===== config.mk =====
export PLATFORM = sky130hd
export DESIGN_NAME = twi_addr_irq
export DESIGN_NICKNAME = d
export VERILOG_FILES = /design/src/rtl/twi_irq_pkg.sv /design/src/rtl/twi_irq_ctrl.sv /design/src/rtl/twi_irq_dp.sv /design/src/rtl/twi_addr_irq.sv
export SDC_FILE = /design/constraint.sdc
export NUM_CORES = 1
export LEC_CHECK = 0
export ABC_AREA = 1
export CAP_MARGIN = 10
export CORE_ASPECT_RATIO = 1.1
export CORE_MARGIN = 1.5
export CORE_UTILIZATION = 30
export DETAILED_ROUTE_END_ITERATION = 10
export PLACE_DENSITY = 0.72
export SYNTH_ARGS = -nofsm -noshare
export SYNTH_HDL_FRONTEND = slang
export SYNTH_SLANG_ARGS = --single-unit
export TNS_END_PERCENT = 10

===== constraint.sdc =====
create_clock -name clk -period 1.1 [get_ports clk]
set_input_delay 0.165 -clock clk [delete_from_list [all_inputs] [get_ports clk]]
set_output_delay 0.165 -clock clk [all_outputs]
set_load 0.02 [all_outputs]

===== src/rtl/twi_irq_pkg.sv =====
package twi_irq_pkg;
  // Strobes from the control half to the datapath half
  typedef struct packed {
    logic maskWr;  // load mask register this cycle
    logic clrWr;   // clear selected event bits this cycle
    logic hold;    // transaction open: freeze the pin
  } irqCtl_t;
endpackage


===== src/rtl/twi_irq_ctrl.sv =====
module twi_irq_ctrl
  import twi_irq_pkg::*;
#(
  parameter int          STRAP_W     = 4,
  parameter int          ADDR_W      = 7,
  parameter int          OFF_W       = 8,
  parameter logic [ADDR_W-STRAP_W-1:0] UNIT_PREFIX = 3'b010,
  parameter logic [ADDR_W-1:0] BCAST_ADDR = 7'h30,
  parameter logic [OFF_W-1:0]  MASK_OFF   = 8'h01,
  parameter logic [OFF_W-1:0]  CLR_OFF    = 8'h1A
) (
  input  logic               clk,
  input  logic               rstN,
  input  logic [STRAP_W-1:0] straps,
  input  logic [ADDR_W:0]    addrByte,
  input  logic               addrValid,
  input  logic               txStart,
  input  logic               txStop,
  input  logic               regWrEn,
  input  logic [OFF_W-1:0]   regAddr,
  output logic               unitMatch,
  output logic               bcastMatch,
  output irqCtl_t            ctl
);
  localparam int PREFIX_W = ADDR_W - STRAP_W;

  logic [ADDR_W-1:0] rxAddr;
  logic              rxRead;
  logic [ADDR_W-1:0] unitAddr;
  logic              hitUnit;
  logic              hitBcast;
  logic              busyQ;
  logic              unitQ;
  logic              bcastQ;

  assign rxAddr   = addrByte[ADDR_W:1];
  assign rxRead   = addrByte[0];
  assign unitAddr = {UNIT_PREFIX, straps};
  assign hitUnit  = (rxAddr == unitAddr);
  // Broadcast accepts writes only
  assign hitBcast = (rxAddr == BCAST_ADDR) && !rxRead;

  always_ff @(posedge clk) begin
    if (!rstN) begin
      busyQ  <= 1'b0;
      unitQ  <= 1'b0;
      bcastQ <= 1'b0;
    end else begin
      if (txStop)       busyQ <= 1'b0;
      else if (txStart) busyQ <= 1'b1;

      if (txStop) begin
        unitQ  <= 1'b0;
        bcastQ <= 1'b0;
      end else if (addrValid) begin
        unitQ  <= hitUnit;
        bcastQ <= hitBcast;
      end else if (txStart) begin
        unitQ  <= 1'b0;
        bcastQ <= 1'b0;
      end
    end
  end

  assign unitMatch  = unitQ;
  assign bcastMatch = bcastQ;

  always_comb begin
    ctl        = '0;
    ctl.maskWr = regWrEn && (regAddr == MASK_OFF);
    ctl.clrWr  = regWrEn && (regAddr == CLR_OFF);
    ctl.hold   = busyQ;
  end

  logic unusedPrefixW;
  assign unusedPrefixW = (PREFIX_W > 0);
endmodule


===== src/rtl/twi_irq_dp.sv =====
module twi_irq_dp
  import twi_irq_pkg::*;
#(
  parameter int EVT_W = 8
) (
  input  logic             clk,
  input  logic             rstN,
  input  irqCtl_t          ctl,
  input  logic [EVT_W-1:0] wrData,
  input  logic [EVT_W-1:0] evtPulse,
  output logic             intN
);
  logic [EVT_W-1:0] evtQ;
  logic [EVT_W-1:0] maskQ;
  logic             intNQ;

  // One sticky cell per event source; a new pulse beats a clear
  for (genvar i = 0; i < EVT_W; i++) begin : g_evt
    always_ff @(posedge clk) begin
      if (!rstN) begin
        evtQ[i]  <= 1'b0;
        maskQ[i] <= 1'b1;
      end else begin
        if (evtPulse[i])                  evtQ[i] <= 1'b1;
        else if (ctl.clrWr && wrData[i])  evtQ[i] <= 1'b0;
        if (ctl.maskWr)                   maskQ[i] <= wrData[i];
      end
    end
  end

  always_ff @(posedge clk) begin
    if (!rstN)         intNQ <= 1'b1;
    else if (!ctl.hold) intNQ <= ~|(evtQ & maskQ);
  end

  assign intN = intNQ;
endmodule


===== src/rtl/twi_addr_irq.sv =====
module twi_addr_irq
  import twi_irq_pkg::*;
#(
  parameter int STRAP_W = 4,
  parameter int EVT_W   = 8,
  parameter int OFF_W   = 8
) (
  input  logic               clk,
  input  logic               rstN,
  input  logic [STRAP_W-1:0] straps,
  input  logic [7:0]         addrByte,
  input  logic               addrValid,
  input  logic               txStart,
  input  logic               txStop,
  input  logic               regWrEn,
  input  logic [OFF_W-1:0]   regAddr,
  input  logic [EVT_W-1:0]   regWrData,
  input  logic [EVT_W-1:0]   evtPulse,
  output logic               unitMatch,
  output logic               bcastMatch,
  output logic               intN
);
  irqCtl_t ctl;

  twi_irq_ctrl #(
    .STRAP_W(STRAP_W), .ADDR_W(7), .OFF_W(OFF_W)
  ) ctrl_i (
    .clk(clk), .rstN(rstN), .straps(straps), .addrByte(addrByte),
    .addrValid(addrValid), .txStart(txStart), .txStop(txStop),
    .regWrEn(regWrEn), .regAddr(regAddr),
    .unitMatch(unitMatch), .bcastMatch(bcastMatch), .ctl(ctl)
  );

  twi_irq_dp #(.EVT_W(EVT_W)) dp_i (
    .clk(clk), .rstN(rstN), .ctl(ctl), .wrData(regWrData),
    .evtPulse(evtPulse), .intN(intN)
  );
endmodule


Word-level counts from Yosys, hierarchy flattened
Cells that the tools add are included.
{ "word_totals": {"regBits": 20, "input_bits": 42, "wordCells": 69} }
{ "op_classes": {"n_eq_ne": 4, "muxes": 19, "n_bitwise": 2, "n_reduce_logical": 24} }
{ "ops": {"columns": ["cell", "n"], "rows": [
  ["$mux 1", 19],
  ["$reduce_bool 2->1", 9],
  ["$logic_and 1x1->1", 11],
  ["$and 8x8->8", 1],
  ["$eq 8x1->1 const B", 1],
  ["$eq 8x5->1 const B", 1],
  ["$reduce_or 8->1", 1],
  ["$eq 7x6->1", 1],
  ["$eq 7x6->1 const B", 1],
  ["$logic_not 1->1", 2],
  ["$reduce_or 2->1", 1],
  ["$not 1->1", 1]
]} }

Depth between registers and ports, before layout
Gate-level depths: netlist (run 1).
{ "depth": {"depth_word": 5, "mapped_depth": 7, "depth_no_buf": 7} }

Cells and area by module
A second synthesis (run 1) with hierarchy kept.
{ "unflattened": {"cells_unflattened": 142, "hier_area_um2": 948.4} }
{ "modules_own_cells": {"columns": ["mod", "n_inst", "cells_per_inst", "area_per_inst_um2", "seq_area_each_um2"], "rows": [
  ["twi_irq_dp", 1, 87, 668.1, 340.3],
  ["twi_irq_ctrl", 1, 55, 280.3, 60.1]
]} }

Worst setup path after synthesis (run 1)
Ideal clock, no wire load.
{ "synth_timing": {"path_kind": "in2reg", "startpoint": "input port regAddr[7]", "endpoint": "register dp_i.maskQ[0]", "setup_time_ns": 0.121, "arrival_ns": 0.753, "required_time_ns": 0.979, "setup_slack_ns": 0.227, "path_stages": 6, "path_buffers": 0, "path_cell_list": "nor2_1 > nand2_1 > nor2_4 > nand2_4 > nand2_1 > nand3_1"} }
{ "synth_between": {"elab_chain_len": 2} }
{ "synth_lines": {"columns": ["element", "line", "source"], "rows": [
  ["start: declaration", "twi_addr_irq.sv:16", "input logic [OFF_W-1:0] regAddr,"],
  ["$eq 8x1->1", "twi_irq_ctrl.sv:70", "ctl.maskWr = regWrEn && (regAddr == MASK_OFF);"],
  ["$logic_and 1x1->1", "twi_irq_ctrl.sv:70", null],
  ["end signal: indexed assignment", "twi_irq_dp.sv:26", "if (ctl.maskWr) maskQ[i] <= wrData[i];"],
  ["end: declaration", "twi_irq_dp.sv:14", "logic [EVT_W-1:0] maskQ;"]
]} }
No other way between the ends.
A chain may end at the register's enable or synchronous reset.

Worst setup path in the final report (run 1)
{ "layout_timing": {"startpoint": "input port regAddr[3]", "endpoint": "register dp_i.evtQ[2]"} }
{ "layout_between": {"elab_chain_len": 4} }
{ "layout_lines": {"columns": ["element", "line", "source"], "rows": [
  ["$eq 8x5->1", "twi_irq_ctrl.sv:71", "ctl.clrWr = regWrEn && (regAddr == CLR_OFF);"],
  ["$logic_and 1x1->1", "twi_irq_ctrl.sv:71", null],
  ["$logic_and 1x1->1", "twi_irq_dp.sv:25", "else if (ctl.clrWr && wrData[i]) evtQ[i] <= 1'b0;"],
  ["$reduce_bool 2->1 (no line)", null, null],
  ["end signal: indexed assignment", "twi_irq_dp.sv:21", "evtQ[i] <= 1'b0;"],
  ["end signal: indexed assignment", "twi_irq_dp.sv:24", "if (evtPulse[i]) evtQ[i] <= 1'b1;"],
  ["end signal: indexed assignment", "twi_irq_dp.sv:25", null],
  ["end: declaration", "twi_irq_dp.sv:13", "logic [EVT_W-1:0] evtQ;"]
]} }
No other way between the ends.

==> results of run 1 <==
[critical path: stages]
cell,delay (ns)
clkdlybuf4s50_1,0.52
nand2_1,0.08
nor2_2,0.08
buf_4,0.15
nand3_1,0.09
nand2_1,0.06
a21oi_1,0.05
[sequential cells by signal, indices dropped and copies added (netlist names)]
name               count
dp_i.maskQ             8
ctrl_i.busyQ           1
dp_i.intN              1
ctrl_i.unitMatch       1
dp_i.evtQ              8
ctrl_i.bcastMatch      1
[synthesized netlist by cell type]
library cell | n | area share (%)
a21oi_1 | 12 | 6.4
buf_4 | 1 | 0.79
dfxtp_1 | 20 | 42
inv_1 | 17 | 6.8
inv_2 | 1 | 0.40
nand2_1 | 33 | 13
nand2_4 | 1 | 1.2
nand3_1 | 29 | 15
nand4_1 | 1 | 0.66
nor2_1 | 10 | 4.0
nor2_2 | 2 | 1.3
nor2_4 | 1 | 1.2
nor3_1 | 1 | 0.53
nor3_4 | 1 | 1.7
o31ai_1 | 1 | 0.79
or2_1 | 1 | 0.66
xor2_1 | 3 | 2.8
[cell families after synthesis]
group | Yosys count
DFF | 20
xor gates and xnor gates | 3
and+or+nand+nor | 80
buffers and inverters | 19
AOI/OAI and AO/OA | 13
[power breakdown]
part / total, W / switching (W) / internal, W
registers: 0.000764 / 0.0000137 / 0.000751
clock network: 0.000590 / 0.000221 / 0.000368
logic: 0.000292 / 0.000108 / 0.000183
[cell type report]
class | instances | area, um^2
clock buffers | 3 | 22.5
clock inverters | 1 | 30.0
well taps | 34 | 42.5
fillers | 297 | 1490
multi-input cells | 96 | 472
repair buffers | 53 | 502
flip-flops and latches | 20 | 400
inverters | 18 | 67.6
[stage by stage]
step | hold WS (ns) | worst slack (ns) | cells | setup TNS, ns
3_3_place_gp | 0.439 | -0.218 | 221 | -3.35
5_1_grt | 0.396 | 0.0248 | 225 | 0
6_report | 0.389 | 0.101 | 225 | 0
3_5_place_dp | 0.442 | -0.243 | 221 | -3.65
2_1_floorplan | 0.294 | 0.227 | 135 | 0
4_1_cts | 0.389 | 0.00953 | 225 | 0
[placed cells by master (no fill, tap or decap)]
cell / instances
buf_6: 1
bufinv_16: 1
a21oi_1: 12
inv_2: 1
nand4_1: 1
o31ai_1: 1
buf_4: 8
dlymetal6s2s_1: 2
dfxtp_1: 20
nor2_4: 1
clkbuf_4: 3
nor2_1: 9
nand3_1: 29
nand2_4: 1
nor3_4: 1
clkdlybuf4s50_1: 39
or2_1: 1
inv_1: 17
nand2_1: 33
nor2_2: 3
xor2_1: 3
nor3_1: 1
buf_2: 3
[per-layer routing]
| layer | GRT usage, % | wire length, um | vias up |
|---|---|---|---|
| li1 | - | - | 549 |
| met1 | 16.4 | 1030 | 419 |
| met2 | 23.8 | 985 | 26 |
| met3 | 3.11 | 120 | 0 |
| met4 | 6.80 | 0 | 0 |
| met5 | 0 | 0 | - |
[final timing paths]
kind            startpoint            end  slack (ns)  depth (start not counted)
min reg2reg  dp_i.maskQ[4]  dp_i.maskQ[4]        0.47                          2
max             regAddr[3]   dp_i.evtQ[2]        0.10                          7
min             regAddr[1]  dp_i.maskQ[5]        0.39                          7
max reg2reg   dp_i.evtQ[5]      dp_i.intN        0.32                          3
==> run_results.csv, run 1 <==
group,metric,value,unit
synth,avgSynthCellArea,7.00,um^2
global_route,grt_antenna_before_repair,0,
global_route,grt_max_degree,13,
floorplanning,die_w,56.5,um
sta,hold_viol_final,0,
clocking,cts_tree,"done",
routing,routed_via_density,4.42,
sta,setup_violations,0,
worst_hold_path,hold_path.class,"in2reg",
floorplanning,fp-row-count,21,
clocking,cts.path.max_buffers,2,
floorplanning,io_pins,45,
sta,max_freq,1000,MHz
clocking,cts_sinks,20,
global_route,grt_pass1_vias,939,
final_layout,nets,234,
final_layout,area_growth,62.6,%
critical_path,required,1.30,ns
sta,clock-skew-final,0.0102,ns
routing,firstDrtPassIters,4,
placed_design,post_dp_cell_area,1490,um^2
clocking,postCtsSetupBuffers,0,
global_route,grt_usage,13.7,%
sta,period_share,90.8,%
routing,ant_nets,0,
routing,drt_iter0_drc,32,
floorplanning,die_area,3500,um^2
sta,rsz0062_at_grt,"false",
clocking,clk_latency,0.30,ns
synth,synthesis.nets,177,
synth,synthXorXnorAreaFrac,2.78,%
routing,routedWlPerCell,9.48,um
synth,synth-seq-cells,20,
synth,synth-seq-area-share,42.4,%
floorplanning,start_util,31.3,%
placed_design,portBuffers,44,
placed_design,dp_hpwl,1710,um
final_layout,antenna_cells,0,
floorplanning,die_h,61.9,um
run,maxCapViolations,0,
clocking,cts.repair.resized,9,
global_route,grt-ovfl-total,0,
routing,wl,2130,um
pwr,p_per_area,1070,nW/um^2
synth,synth-adder-area-share,0,%
floorplanning,core_area,3020,um^2
sta,tightestPinTransition,0.216,ns
synth,netlist_area,945,um^2
synth,synth_warnings,0,
clocking,cts-hold-fix-buffers,0,
sta,period_needed,0.999,ns
critical_path,worst-endpoint-arrival,1.19,ns
final_layout,stdcell_area,1540,um^2
sta,report.final.slew_viol_count,0,
clocking,clk_pin_slew,0.12,ns
pwr,finalPower,0.00165,W
routing,dr_total_vias,994,
synth,synth_top_family_by_area,"simple AND/OR/NAND/NOR gates",
critical_path,critPathCaptureType,"flip-flop",
final_layout,finish.utilization,50.8,%
global_route,grt_pass1_wl,3730,um
synth,syn_inst,135,
critical_path,critPathKind,"in2reg",
synth,synth_compound_area_share,7.15,%
synth,synth-simple-area-share,39.7,%
critical_path,start_kind,"input pin",
synth,ys_types,17,
clocking,ctsHtreeMaxLevel,1,
pwr,vdd_drop_max,801,uV
status,status,"finished clean",
synth,synth.area.mux_share,0,%
sta,maxSlewHeadroom,85.6,%
clocking,cts_buffers,3,
critical_path,cp_max_fo,8,
clocking,clock-root-buffer,"clkbuf_4",
routing,route.detailed.drc,0,
placed_design,gp_congestion,0.791,
final_layout,drive_gt1_share,12.0,%
pwr,power.leakage,0.743,nW
No activity file was read; power rests on OpenSTA's default activity.
==> inputs of run 2 (changes only) <==
ABC_AREA = unset   (was 1)
==> run_results.csv, run 2 <==
group,metric,value,unit
final_layout,stdcell_area,1530,um^2
synth,synthArstFlopShare,0,%
routing,dr_total_vias,947,
placed_design,post_dp_cell_area,1490,um^2
critical_path,r2r-end,"dp_i.intN",
placed_design,dp_hpwl,1940,um
critical_path,worst-endpoint-arrival,1.31,ns
run,maxCapViolations,0,
sta,report.final.slew_viol_count,0,
routing,routedWlPerCell,13.7,um
sta,hold_slack,0.364,ns
global_route,grt_usage,14.1,%
synth,yosysTopAreaCellShare,41.5,%
clocking,cts_buffers,3,
clocking,clk_latency,0.29,ns
final_layout,fillers,301,
routing,drt_iter0_drc,12,
final_layout,nets,194,
pwr,p_per_area,967,nW/um^2
critical_path,start_kind,"input pin",
synth,netlist_area,965,um^2
routing,wl,2540,um
sta,clock-skew-final,0.00397,ns
synth,syn_inst,100,
global_route,grt_max_degree,27,
synth,synth_commonest_cells,"20 x dfxtp_1, 8 x a41oi_1, 8 x inv_1, 8 x mux2i_1, 8 x o21ai_1",
sta,period_share,98.4,%
global_route,grt_antenna_before_repair,0,
floorplanning,die_area,3570,um^2
sta,hold_viol_final,0,
routing,ant_nets,0,
pwr,power.leakage,0.627,nW
final_layout,area_growth,58.5,%
placed_design,portBuffers,44,
final_layout,multi_input_area,542,um^2
clocking,cts_tree,"done",
final_layout,drive_gt1_share,17.9,%
critical_path,reg2regPathDepth,3,
floorplanning,die_h,62.5,um
global_route,grt_pass1_vias,1012,
clocking,cts.path.max_buffers,2,
routing,firstDrtPassIters,4,
critical_path,critPathCaptureType,"flip-flop",
critical_path,required,1.33,ns
worst_hold_path,hold_path.class,"in2reg",
synth,synth-seq-cells,20,
floorplanning,start_util,31.7,%
synth,yosys-top-cells-area,"dfxtp_1 42%, mux2i_1 8.3%, a41oi_1 7.3%",
pwr,vdd_drop_max,443,uV
routing,route.detailed.drc,0,
floorplanning,core_area,3050,um^2
floorplanning,die_w,57.1,um
synth,synthesis.nets,142,
sta,rsz0062_at_grt,"true",
clocking,cts-hold-fix-buffers,0,
clocking,clock-root-buffer,"clkbuf_4",
synth,synth-seq-area-share,41.5,%
final_layout,reg.largest.list,"dp_i.evtQ (8), dp_i.maskQ (8)",
final_layout,antenna_cells,0,
final_layout,register_area,400,um^2
final_layout,mostFrequentLayoutCells,"33 x clkdlybuf4s50_1, 20 x dfxtp_1",
final_layout,final_common_cell,"clkdlybuf4s50_1",
synth,synth_edf_count,0,
critical_path,rr_startpoint,"dp_i.maskQ[1]",
worst_hold_path,min_from,"regAddr[3]",
global_route,grt_pass1_wl,4070,um
synth,synth_warnings,0,
clocking,clk_pin_slew,0.11,ns
clocking,cts_sinks,20,
clocking,ctsHtreeMaxLevel,1,
status,status,"finished clean",
global_route,grt-ovfl-total,0,
sta,maxSlewHeadroom,73.2,%
sta,setup_violations,0,
floorplanning,io_pins,45,
sta,max_freq,924,MHz
synth,yosysMostFrequentCell,"dfxtp_1",
routing,routed_via_density,5.12,
critical_path,cp_max_fo,4,
synth,ys.flop_type,"dfxtp_1",
critical_path,regToRegSetupSlack,0.07,ns
critical_path,critPathKind,"in2reg",
floorplanning,fp-row-count,21,
sta,period_needed,1.08,ns
synth,avgSynthCellArea,9.65,um^2
clocking,postCtsSetupBuffers,0,
sta,tightestPinTransition,0.401,ns
synth,synth_top_area_cell,"dfxtp_1",
worst_hold_path,holdPathEnd,"dp_i.maskQ[5]",
pwr,finalPower,0.00148,W
synth,ys_types,29,
worst_hold_path,whs_path_depth,5,
placed_design,gp_congestion,0.757,
-- run 2: area by class of cell --
cell class / instances / area share [%]
inverter: 8 / 1.96
tap: 34 / 2.78
multi-input combinational: 69 / 35.4
clock buffer: 4 / 2.37
sequential: 20 / 26.2
timing repair buffer: 50 / 31.3
-- run 2: report_power, final --
group	switching, W	internal, W
registers	0.0000148	0.000750
logic	0.0000990	0.000196
clock network	0.000218	0.000201
-- run 2: layer usage --
layer	part of all wire [%]	vias to the layer above	global-route usage, %
li1	-	469	-
met1	40	442	14.3
met2	52	36	27.7
met3	7.1	0	4.14
met4	0	0	2.62
met5	0	-	0
-- run 2: worst max path at each step --
stage | from | endpoint | slack (ns)
2_1_floorplan | regAddr[4] | dp_i.maskQ[0] | -0.23
4_1_cts | regAddr[3] | dp_i.maskQ[7] | -0.03
5_1_grt | regAddr[6] | dp_i.maskQ[7] | -0.04
3_3_place_gp | regAddr[4] | dp_i.maskQ[1] | -0.57
3_5_place_dp | regAddr[4] | dp_i.maskQ[0] | -0.63
6_report | regAddr[3] | dp_i.maskQ[0] | 0.02
-- run 2: logic make-up (layout without fill, tap and decap cells) --
kind of cell	Yosys count	in the layout	share of synthesized area, %
AND/OR/NAND/NOR	34	34	25.0
buffers and inverters	11	62	4.41
multiplexers	8	8	8.30
flip-flops	20	20	41.5
XOR/XNOR	4	4	3.63
AO/OA/AOI/OAI	23	23	17.1
-- run 2: what timing repair did --
item / in CTS / in global routing
pin swaps: 3 / 2
gates resized for setup: 32 / 7
setup endpoints to repair: 19 / 11
-- run 2: worst max-delay path: stages --
cell and delay (ns):
buf_6 0.09, or4b_4 0.54, nor3_4 0.18, buf_6 0.15, mux2i_1 0.18
-- run 2: per-stage QoR --
step | setup slack [ns] | TNS [ns] | utilization, % | std cells
floorplan | -0.228 | -2.47 | - | 100
global placement | -0.568 | -8.48 | 49.0 | 181
detailed placement | -0.634 | -9.08 | 49.0 | 181
CTS | -0.0347 | -0.126 | 49.9 | 185
global route | -0.0371 | -0.0590 | 50.2 | 185
finish | 0.0179 | 0 | 50.2 | 185
